`config.mk`:
```
export PLATFORM = sky130hd
export DESIGN_NAME = pid_pipe
export DESIGN_NICKNAME = d
export VERILOG_FILES = /design/src/rtl/pid_pkg.sv /design/src/rtl/pid_clamp.sv /design/src/rtl/pid_ctrl.sv /design/src/rtl/pid_datapath.sv /design/src/rtl/pid_pipe.sv
export SDC_FILE = /design/constraint.sdc
export NUM_CORES = 2
export LEC_CHECK = 0
export ABC_AREA = 0
export BUFFER_PORTS_ARGS = -buffer_cell sky130_fd_sc_hd__buf_2
export CORE_MARGIN = 3
export CORE_UTILIZATION = 45
export CTS_CLUSTER_SIZE = 24
export DETAILED_ROUTE_END_ITERATION = 7
export GPL_ROUTABILITY_DRIVEN = 0
export GPL_TIMING_DRIVEN = 0
export PLACE_DENSITY_LB_ADDON = 0.1
export SLEW_MARGIN = 25
export SYNTH_ARGS = -nofsm -noshare
export SYNTH_HDL_FRONTEND = slang
export SYNTH_SLANG_ARGS = --single-unit
```
`constraint.sdc`:
```
create_clock -name clk -period 13.05 [get_ports clk]
set_input_delay 2.61 -clock clk [delete_from_list [all_inputs] [get_ports clk]]
set_output_delay 2.61 -clock clk [all_outputs]
set_load 0.1 [all_outputs]
```
`src/rtl/pid_pkg.sv`:
```
package pid_pkg;
  // strobes from the control path to the datapath
  typedef struct packed {
    logic loadTerms;   // stage-one registers and state capture a sample
    logic loadSum;     // stage-two register captures the clamped sum
  } pid_strobe_t;
endpackage

```
`src/rtl/pid_clamp.sv`:
```
module pid_clamp #(
  parameter int IN_W  = 36,
  parameter int OUT_W = 16
) (
  input  logic signed [IN_W-1:0]  din,
  output logic signed [OUT_W-1:0] dout
);
  localparam logic signed [IN_W-1:0] HiLim = {{(IN_W-OUT_W+1){1'b0}}, {(OUT_W-1){1'b1}}};
  localparam logic signed [IN_W-1:0] LoLim = {{(IN_W-OUT_W+1){1'b1}}, {(OUT_W-1){1'b0}}};

  always_comb begin
    if (din > HiLim)      dout = HiLim[OUT_W-1:0];
    else if (din < LoLim) dout = LoLim[OUT_W-1:0];
    else                  dout = din[OUT_W-1:0];
  end
endmodule

```
`src/rtl/pid_ctrl.sv`:
```
module pid_ctrl
  import pid_pkg::*;
(
  input  logic        clk,
  input  logic        rstN,
  input  logic        inValid,
  output pid_strobe_t strobe,
  output logic        outValid
);
  logic stage1Valid;
  logic stage2Valid;

  always_ff @(posedge clk or negedge rstN) begin
    if (!rstN) begin
      stage1Valid <= 1'b0;
      stage2Valid <= 1'b0;
    end else begin
      stage1Valid <= inValid;
      stage2Valid <= stage1Valid;
    end
  end

  always_comb begin
    strobe.loadTerms = inValid;
    strobe.loadSum   = stage1Valid;
  end

  assign outValid = stage2Valid;
endmodule

```
`src/rtl/pid_datapath.sv`:
```
module pid_datapath
  import pid_pkg::*;
#(
  parameter int ERR_W  = 16,
  parameter int GAIN_W = 16,
  parameter int ACC_W  = 32,
  parameter int OUT_W  = 16
) (
  input  logic                     clk,
  input  logic                     rstN,
  input  pid_strobe_t              strobe,
  input  logic signed [ERR_W-1:0]  errIn,
  input  logic signed [GAIN_W-1:0] gainP,
  input  logic signed [GAIN_W-1:0] gainI,
  input  logic signed [GAIN_W-1:0] gainD,
  output logic signed [OUT_W-1:0]  outData,
  output logic signed [ACC_W-1:0]  accVal,
  output logic signed [ERR_W-1:0]  prevErrVal
);
  localparam int ProdW  = ERR_W + GAIN_W;
  localparam int DiffW  = ERR_W + 1;
  localparam int DProdW = DiffW + GAIN_W;
  localparam int AccSumW = ((ACC_W > ProdW) ? ACC_W : ProdW) + 1;
  localparam int SumW   = ((ACC_W > DProdW) ? ACC_W : DProdW) + 2;

  // state and stage-one registers
  logic signed [ACC_W-1:0]  accQ;
  logic signed [ERR_W-1:0]  prevErrQ;
  logic signed [ProdW-1:0]  pTermQ;
  logic signed [ACC_W-1:0]  iTermQ;
  logic signed [DProdW-1:0] dTermQ;
  logic signed [OUT_W-1:0]  outQ;

  // stage one: three parallel multiplies
  logic signed [ProdW-1:0]   pProd;
  logic signed [ProdW-1:0]   iProd;
  logic signed [DiffW-1:0]   errDiff;
  logic signed [DProdW-1:0]  dProd;
  logic signed [AccSumW-1:0] accSum;
  logic signed [ACC_W-1:0]   accNext;

  assign pProd   = ProdW'(gainP) * ProdW'(errIn);
  assign iProd   = ProdW'(gainI) * ProdW'(errIn);
  assign errDiff = DiffW'(errIn) - DiffW'(prevErrQ);
  assign dProd   = DProdW'(gainD) * DProdW'(errDiff);
  assign accSum  = AccSumW'(accQ) + AccSumW'(iProd);

  pid_clamp #(.IN_W(AccSumW), .OUT_W(ACC_W)) i_accClamp (
    .din  (accSum),
    .dout (accNext)
  );

  always_ff @(posedge clk or negedge rstN) begin
    if (!rstN) begin
      accQ     <= '0;
      prevErrQ <= '0;
      pTermQ   <= '0;
      iTermQ   <= '0;
      dTermQ   <= '0;
    end else if (strobe.loadTerms) begin
      accQ     <= accNext;
      prevErrQ <= errIn;
      pTermQ   <= pProd;
      iTermQ   <= accNext;
      dTermQ   <= dProd;
    end
  end

  // stage two: add tree and saturation
  logic signed [SumW-1:0]  termSum;
  logic signed [OUT_W-1:0] sumClamped;

  assign termSum = SumW'(pTermQ) + SumW'(iTermQ) + SumW'(dTermQ);

  pid_clamp #(.IN_W(SumW), .OUT_W(OUT_W)) i_outClamp (
    .din  (termSum),
    .dout (sumClamped)
  );

  always_ff @(posedge clk or negedge rstN) begin
    if (!rstN)               outQ <= '0;
    else if (strobe.loadSum) outQ <= sumClamped;
  end

  assign outData    = outQ;
  assign accVal     = accQ;
  assign prevErrVal = prevErrQ;
endmodule

```
`src/rtl/pid_pipe.sv`:
```
module pid_pipe
  import pid_pkg::*;
#(
  parameter int ERR_W  = 16,
  parameter int GAIN_W = 16,
  parameter int ACC_W  = 32,
  parameter int OUT_W  = 16
) (
  input  logic                     clk,
  input  logic                     rstN,
  input  logic                     inValid,
  input  logic signed [ERR_W-1:0]  errIn,
  input  logic signed [GAIN_W-1:0] gainP,
  input  logic signed [GAIN_W-1:0] gainI,
  input  logic signed [GAIN_W-1:0] gainD,
  output logic                     outValid,
  output logic signed [OUT_W-1:0]  outData
);
  pid_strobe_t             strobe;
  logic signed [ACC_W-1:0] accVal;
  logic signed [ERR_W-1:0] prevErrVal;

  pid_ctrl i_ctrl (
    .clk      (clk),
    .rstN     (rstN),
    .inValid  (inValid),
    .strobe   (strobe),
    .outValid (outValid)
  );

  pid_datapath #(
    .ERR_W  (ERR_W),
    .GAIN_W (GAIN_W),
    .ACC_W  (ACC_W),
    .OUT_W  (OUT_W)
  ) i_datapath (
    .clk        (clk),
    .rstN       (rstN),
    .strobe     (strobe),
    .errIn      (errIn),
    .gainP      (gainP),
    .gainI      (gainI),
    .gainD      (gainD),
    .outData    (outData),
    .accVal     (accVal),
    .prevErrVal (prevErrVal)
  );
endmodule

```
After elaboration in Yosys (flattened, before gate mapping)
Index checks and enable logic that the tools add are counted.
{"block": "totals", "ff_bits": 131, "input_bits": 67, "out_inout_bits": 17, "wordCells": 22}
{"block": "classes", "add_sub_neg": 4, "multipliers": 3, "magnitude_cmp": 4, "mux": 4}
{"op": "32-bit by 32-bit adder with 33-bit output", "n": 2}
{"op": "16-bit by 16-bit multiplier with 32-bit output", "n": 2}
{"op": "32-bit 2-to-1 mux", "n": 2}
{"op": "35-bit by 16-bit > comparator with 1-bit output, second input constant", "n": 1}
{"op": "35-bit by 16-bit less-than comparator with 1-bit output, second input constant", "n": 1}
{"op": "33-bit by 33-bit adder with 34-bit output", "n": 1}
{"op": "33-bit by 32-bit > comparator with 1-bit output, second input constant", "n": 1}
{"op": "33-bit by 32-bit less-than comparator with 1-bit output, second input constant", "n": 1}
{"op": "16-bit by 17-bit multiplier with 33-bit output", "n": 1}
{"op": "16-bit 2-to-1 mux", "n": 2}
{"op": "16-bit by 16-bit subtractor with 17-bit output", "n": 1}

Depth between registers and ports, before layout
{"block": "depth", "depth_word": 5, "ltp_mapped": 40, "depth_no_buf": 38}

By module
A second synthesis with hierarchy kept.
{"block": "hier_totals", "cells_unflattened": 4201, "area_unflattened_um2": 39371.5}
{"module": "pid_datapath", "instances": 1, "cells_per_inst": 4061, "area_each_um2": 38564.5, "seq_area_each_um2": 3228.1}
{"module": "pid_clamp (i_datapath.i_accClamp)", "instances": 1, "cells_per_inst": 104, "area_each_um2": 504.2, "seq_area_each_um2": 0.0}
{"module": "pid_clamp (i_datapath.i_outClamp)", "instances": 1, "cells_per_inst": 32, "area_each_um2": 237.7, "seq_area_each_um2": 0.0}
{"module": "pid_ctrl", "instances": 1, "cells_per_inst": 4, "area_each_um2": 65.1, "seq_area_each_um2": 50.0}

Worst setup path after synthesis
OpenSTA, ideal clock, no wires.
{"block": "synth_timing", "path_type": "in2reg", "from": "input port errIn[0]", "to": "register i_datapath.dTermQ[30]", "setup_ps": 125, "arrival_ps": 11104, "required_time_ps": 12925, "setup_slack_ps": 1821, "cell_stages": 36, "path_buffers": 2, "cell_sequence": "clkbuf_1 -> inv_1 -> ha_1 -> inv_1 -> fa_1 -> a21o_1 -> a21oi_1 -> o21ai_0 -> a21oi_1 -> o21bai_1 -> a21oi_1 -> o21ai_0 -> o41ai_1 -> o211ai_1 -> a211oi_1 -> clkbuf_1 -> nand2_1 -> fa_1 -> fa_1 -> inv_1 -> fa_1 -> fa_1 -> fa_1 -> fa_1 -> ha_1 -> a21o_1 -> a21o_1 -> a21o_1 -> a21o_1 -> a21oi_1 -> o21ai_0 -> a311oi_1 -> nor2_1 -> o31ai_1 -> xnor2_1 -> mux2_2"}
{"block": "synth_via", "elab_chain_cells": 2}
{"item": "start, declared", "line_no": "pid_pipe.sv:12", "rtl": "input logic signed [ERR_W-1:0] errIn,"}
{"item": "16-bit by 16-bit subtractor with 17-bit output", "line_no": "pid_datapath.sv:44", "rtl": "assign errDiff = DiffW'(errIn) - DiffW'(prevErrQ);"}
{"item": "16-bit by 17-bit multiplier with 33-bit output", "line_no": "pid_datapath.sv:45", "rtl": "assign dProd = DProdW'(gainD) * DProdW'(errDiff);"}
{"item": "end signal, assigned", "line_no": "pid_datapath.sv:65", "rtl": "dTermQ <= dProd;"}
{"item": "end, declared", "line_no": "pid_datapath.sv:31", "rtl": "logic signed [DProdW-1:0] dTermQ;"}
No other way between the ends.
A chain may end at the register's enable or synchronous reset.

Final worst setup path
Same ends and word-level chain as after synthesis.

==> reports/results.txt <==
setup repair after global routing missed its margin = no
total overflow reported by the global router = 0
number of placement rows = 108
number of synthesized register bits = 131
status = finished clean
worst path setup slack after routing = 0.8091 ns
count of routing violations after the opening detailed-route iteration = 2119
wire length of the first global-routing pass = 188400 um
total setup violations reported at the end of the flow = 0
starting density of the core = 0.4562
Sinks on Clock Net = 131
CP arrival = 12.56 ns
number of synthesized flops with an enable pin = 0
post-route DRC violation count = 0
synthesized instance count = 4328
vias in the first global route = 30980
layout cells sized above 1 = 0.05273
I/O Buffers = 74
Crit path buffers/inverters = 6
Slew @ Worst Pin = 1.157 ns
mean area per synthesized cell = 9.202 um2
total nets after synthesis = 5582
Pre-antenna DRT Iters = 5
Hold Fails Final Rpt = 0
initial antenna violation count = 7
worst setup slack after placement = -0.6438 ns
type of element capturing the critical path = register
Final Skew = 0.01067 ns
post-layout min period = 12.24 ns
Hold Path Class = register to register
Clock Path Buffers = 2
htree depth = 4
area of the placeable core = 87290 um2
detailed placement HPWL = 102200 um
buffer type at the clock tree root = clkbuf_16
number of buffers inserted during clock tree synthesis = 17
overall routed net length = 119400 um
I/O pins = 84
number of nets in the final layout = 5679
largest net degree at the start of global routing = 73
clock slew at reported path FFs = 0.06 ns
Async S/R FF share, synth = 1.000
Vias per Instance = 5.305
Top FF cell, synth = dfrtp_1
CTS hold repair buffers = 0
launching element type of the critical path = input port
number of max-slew violations in the final report = 0
Global Route Usage Sum = 0.2734
achievable clock frequency = 0.08169 GHz
die boundary height = 303.5 um
clock tree from TritonCTS = built
YS warnings = 0
post-synthesis to final-layout area growth = 6.485%
Max-slew headroom = 0.2284
crit path kind = input port to register
number of antenna-violating nets in the routed design = 0
Routed wire per std cell = 21.34 um
slowest stage delay, CP = 0.57 ns
Die X-Extent = 303.5 um
family with the most delay on the worst path = compound AO/OA/AOI/OAI gates
cell with the most instances on the worst path = fa_1
Seq/Total Area, Yosys = 0.08231
Critical Path Slowest Stage Cell = fa_1
max capacitance violation total = 0
Die Footprint = 92110 um2
Crit Path Max Fanout = 16
post-route clock period utilization = 0.9380
post-synth design cell area = 39830 um2
clock latency on the worst-skew pair = 0.43 ns
data required time at the worst endpoint = 13.37 ns
count of different cell masters after synthesis = 83
total number of vias = 29680
worst paths after layout:
kind | startpoint | endpoint | slack (ns) | depth (start not counted)
min | i_ctrl.stage1Valid$_DFF_PN0_ | i_ctrl.outValid$_DFF_PN0_ | 0.39 | 0
max reg2reg | i_datapath.prevErrVal[0]$_DFFE_PN0P_ | i_datapath.dTermQ[30]$_DFFE_PN0P_ | 3.02 | 35
max | errIn[0] | i_datapath.dTermQ[30]$_DFFE_PN0P_ | 0.81 | 37
max in group asynchronous | rstN | i_datapath.iTermQ[28]$_DFFE_PN0P_ | 10.16 | 2
min in group asynchronous | rstN | i_datapath.pTermQ[2]$_DFFE_PN0P_ | 2.13 | 1
min reg2reg | i_ctrl.stage1Valid$_DFF_PN0_ | i_ctrl.outValid$_DFF_PN0_ | 0.39 | 0
cell families (layout without fill, tap and decap cells):
family,count (synthesis),in the layout,share of synthesized area
muxes,56,56,0.01577
AOI/OAI and AO/OA,472,472,0.07848
DFF,131,131,0.08231
buffers and inverters,1167,1277,0.1104
adders and majority gates,1187,1187,0.5373
xor gates and xnor gates,143,143,0.03145
and+or+nand+nor,1172,1172,0.1443
other,0,2,0
worst reg2reg max path, delay by kind of cell (launching register included):
| family | cells | cell delay, ns |
|---|---|---|
| multiplexers | 1 | 0.26 |
| XOR/XNOR | 1 | 0.10 |
| AND/OR/NAND/NOR | 2 | 0.33 |
| buffers and inverters | 4 | 0.59 |
| AO/OA/AOI/OAI | 18 | 4.48 |
| flip-flops | 1 | 0.35 |
| adder cells (fa/ha/maj) | 9 | 3.82 |
metal layers:
metal / routed length, um / up-vias / share of wire / GRT usage
met2: 54620 / 872 / 0.46 / 0.4377
met1: 54800 / 15310 / 0.46 / 0.4051
met3: 7657 / 113 / 0.064 / 0.03617
met4: 2307 / 0 / 0.019 / 0.04285
met5: 0 / - / 0 / 0
li1: - / 13380 / - / -
Yosys cell counts (4+ instances only):
cell type | count | area (um2)
a2111oi_0 | 4 | 35.03
a211oi_1 | 9 | 67.56
a21boi_0 | 6 | 45.04
a21o_1 | 48 | 360.4
a21oi_1 | 133 | 665.6
a21oi_2 | 10 | 87.58
a221oi_1 | 7 | 61.31
a311oi_1 | 16 | 140.1
a31o_2 | 6 | 52.55
a31oi_1 | 9 | 56.30
a41oi_1 | 4 | 35.03
and2_1 | 316 | 1977
and3_1 | 14 | 87.58
buf_1 | 7 | 26.28
clkbuf_1 | 171 | 641.9
dfrtp_1 | 131 | 3278
fa_1 | 872 | 17460
ha_1 | 315 | 3941
inv_1 | 984 | 3694
mux2_2 | 53 | 596.8
nand2_1 | 508 | 1907
nand2b_1 | 40 | 250.2
nand3_1 | 50 | 250.2
nand3b_1 | 5 | 37.54
nand4_1 | 9 | 56.30
nor2_1 | 104 | 390.4
nor2b_1 | 38 | 237.7
nor3_1 | 36 | 180.2
nor4_1 | 13 | 81.33
nor4b_1 | 4 | 35.03
o211ai_1 | 30 | 225.2
o21a_1 | 14 | 105.1
o21ai_0 | 81 | 405.4
o21ai_1 | 5 | 25.02
o21bai_1 | 12 | 90.09
o22ai_1 | 33 | 206.5
o31ai_1 | 5 | 37.54
or2_2 | 7 | 43.79
or3_1 | 13 | 81.33
xnor2_1 | 110 | 963.4
xor2_1 | 33 | 289.0
what timing repair did:
action / 4_1_cts / 5_1_grt
setup endpoints to repair: 4 / 11
setup buffers: 0 / 3
resized for setup: 2 / 11
pin swaps: 0 / 3
flip-flops by register name, summed over array words and instances (netlist names):
| name | count |
|---|---|
| i_ctrl.outValid | 1 |
| i_ctrl.stage1Valid | 1 |
| i_datapath.dTermQ | 33 |
| i_datapath.iTermQ | 32 |
| i_datapath.outData | 16 |
| i_datapath.pTermQ | 32 |
| i_datapath.prevErrVal | 16 |
metrics by stage:
| step | setup TNS, ns | cell area (um2) | util | instances | hold WS, ns |
|---|---|---|---|---|---|
| floorplan | 0 | 39830 | - | 4328 | 0.3519 |
| global placement | -9.515 | 41640 | 0.4770 | 5557 | 0.3716 |
| detailed placement | -4.128 | 41740 | 0.4782 | 5559 | 0.3753 |
| CTS | 0 | 42340 | 0.4850 | 5591 | 0.3844 |
| global route | 0 | 42410 | 0.4858 | 5594 | 0.4000 |
| finish | 0 | 42410 | 0.4858 | 5595 | 0.3855 |
final cells by class:
cell class              instances  area (um2)
flip-flops and latches        131        3278
multi-input cells            3030       32240
inverters                     984        3694
well taps                    1155        1445
clock buffers                  18       439.2
fillers                      8618       44890
clock inverters                14       142.6
repair buffers                 79       450.4
diodes                          2       5.005
plain buffers                 182       713.2
cell usage in the layout (no fill, tap or decap), types with 13 or more instances in the layout:
cell	count
nor3_1	35
inv_1	984
a21o_1	48
and2_1	316
o211ai_1	30
nand2b_1	40
buf_2	76
dfrtp_1	131
fa_1	872
mux2_2	53
o21ai_0	80
a21oi_1	133
nand3_1	50
or3_1	13
nor2_1	104
clkbuf_16	17
and3_1	14
nor4_1	13
clkbuf_1	158
a311oi_1	15
o22ai_1	32
xnor2_1	105
nand2_1	508
nor2b_1	38
o21a_1	14
ha_1	315
xor2_1	32
Power is not shown: default switching activity piles up to over one toggle a cycle in this logic, so the estimate is an artifact.
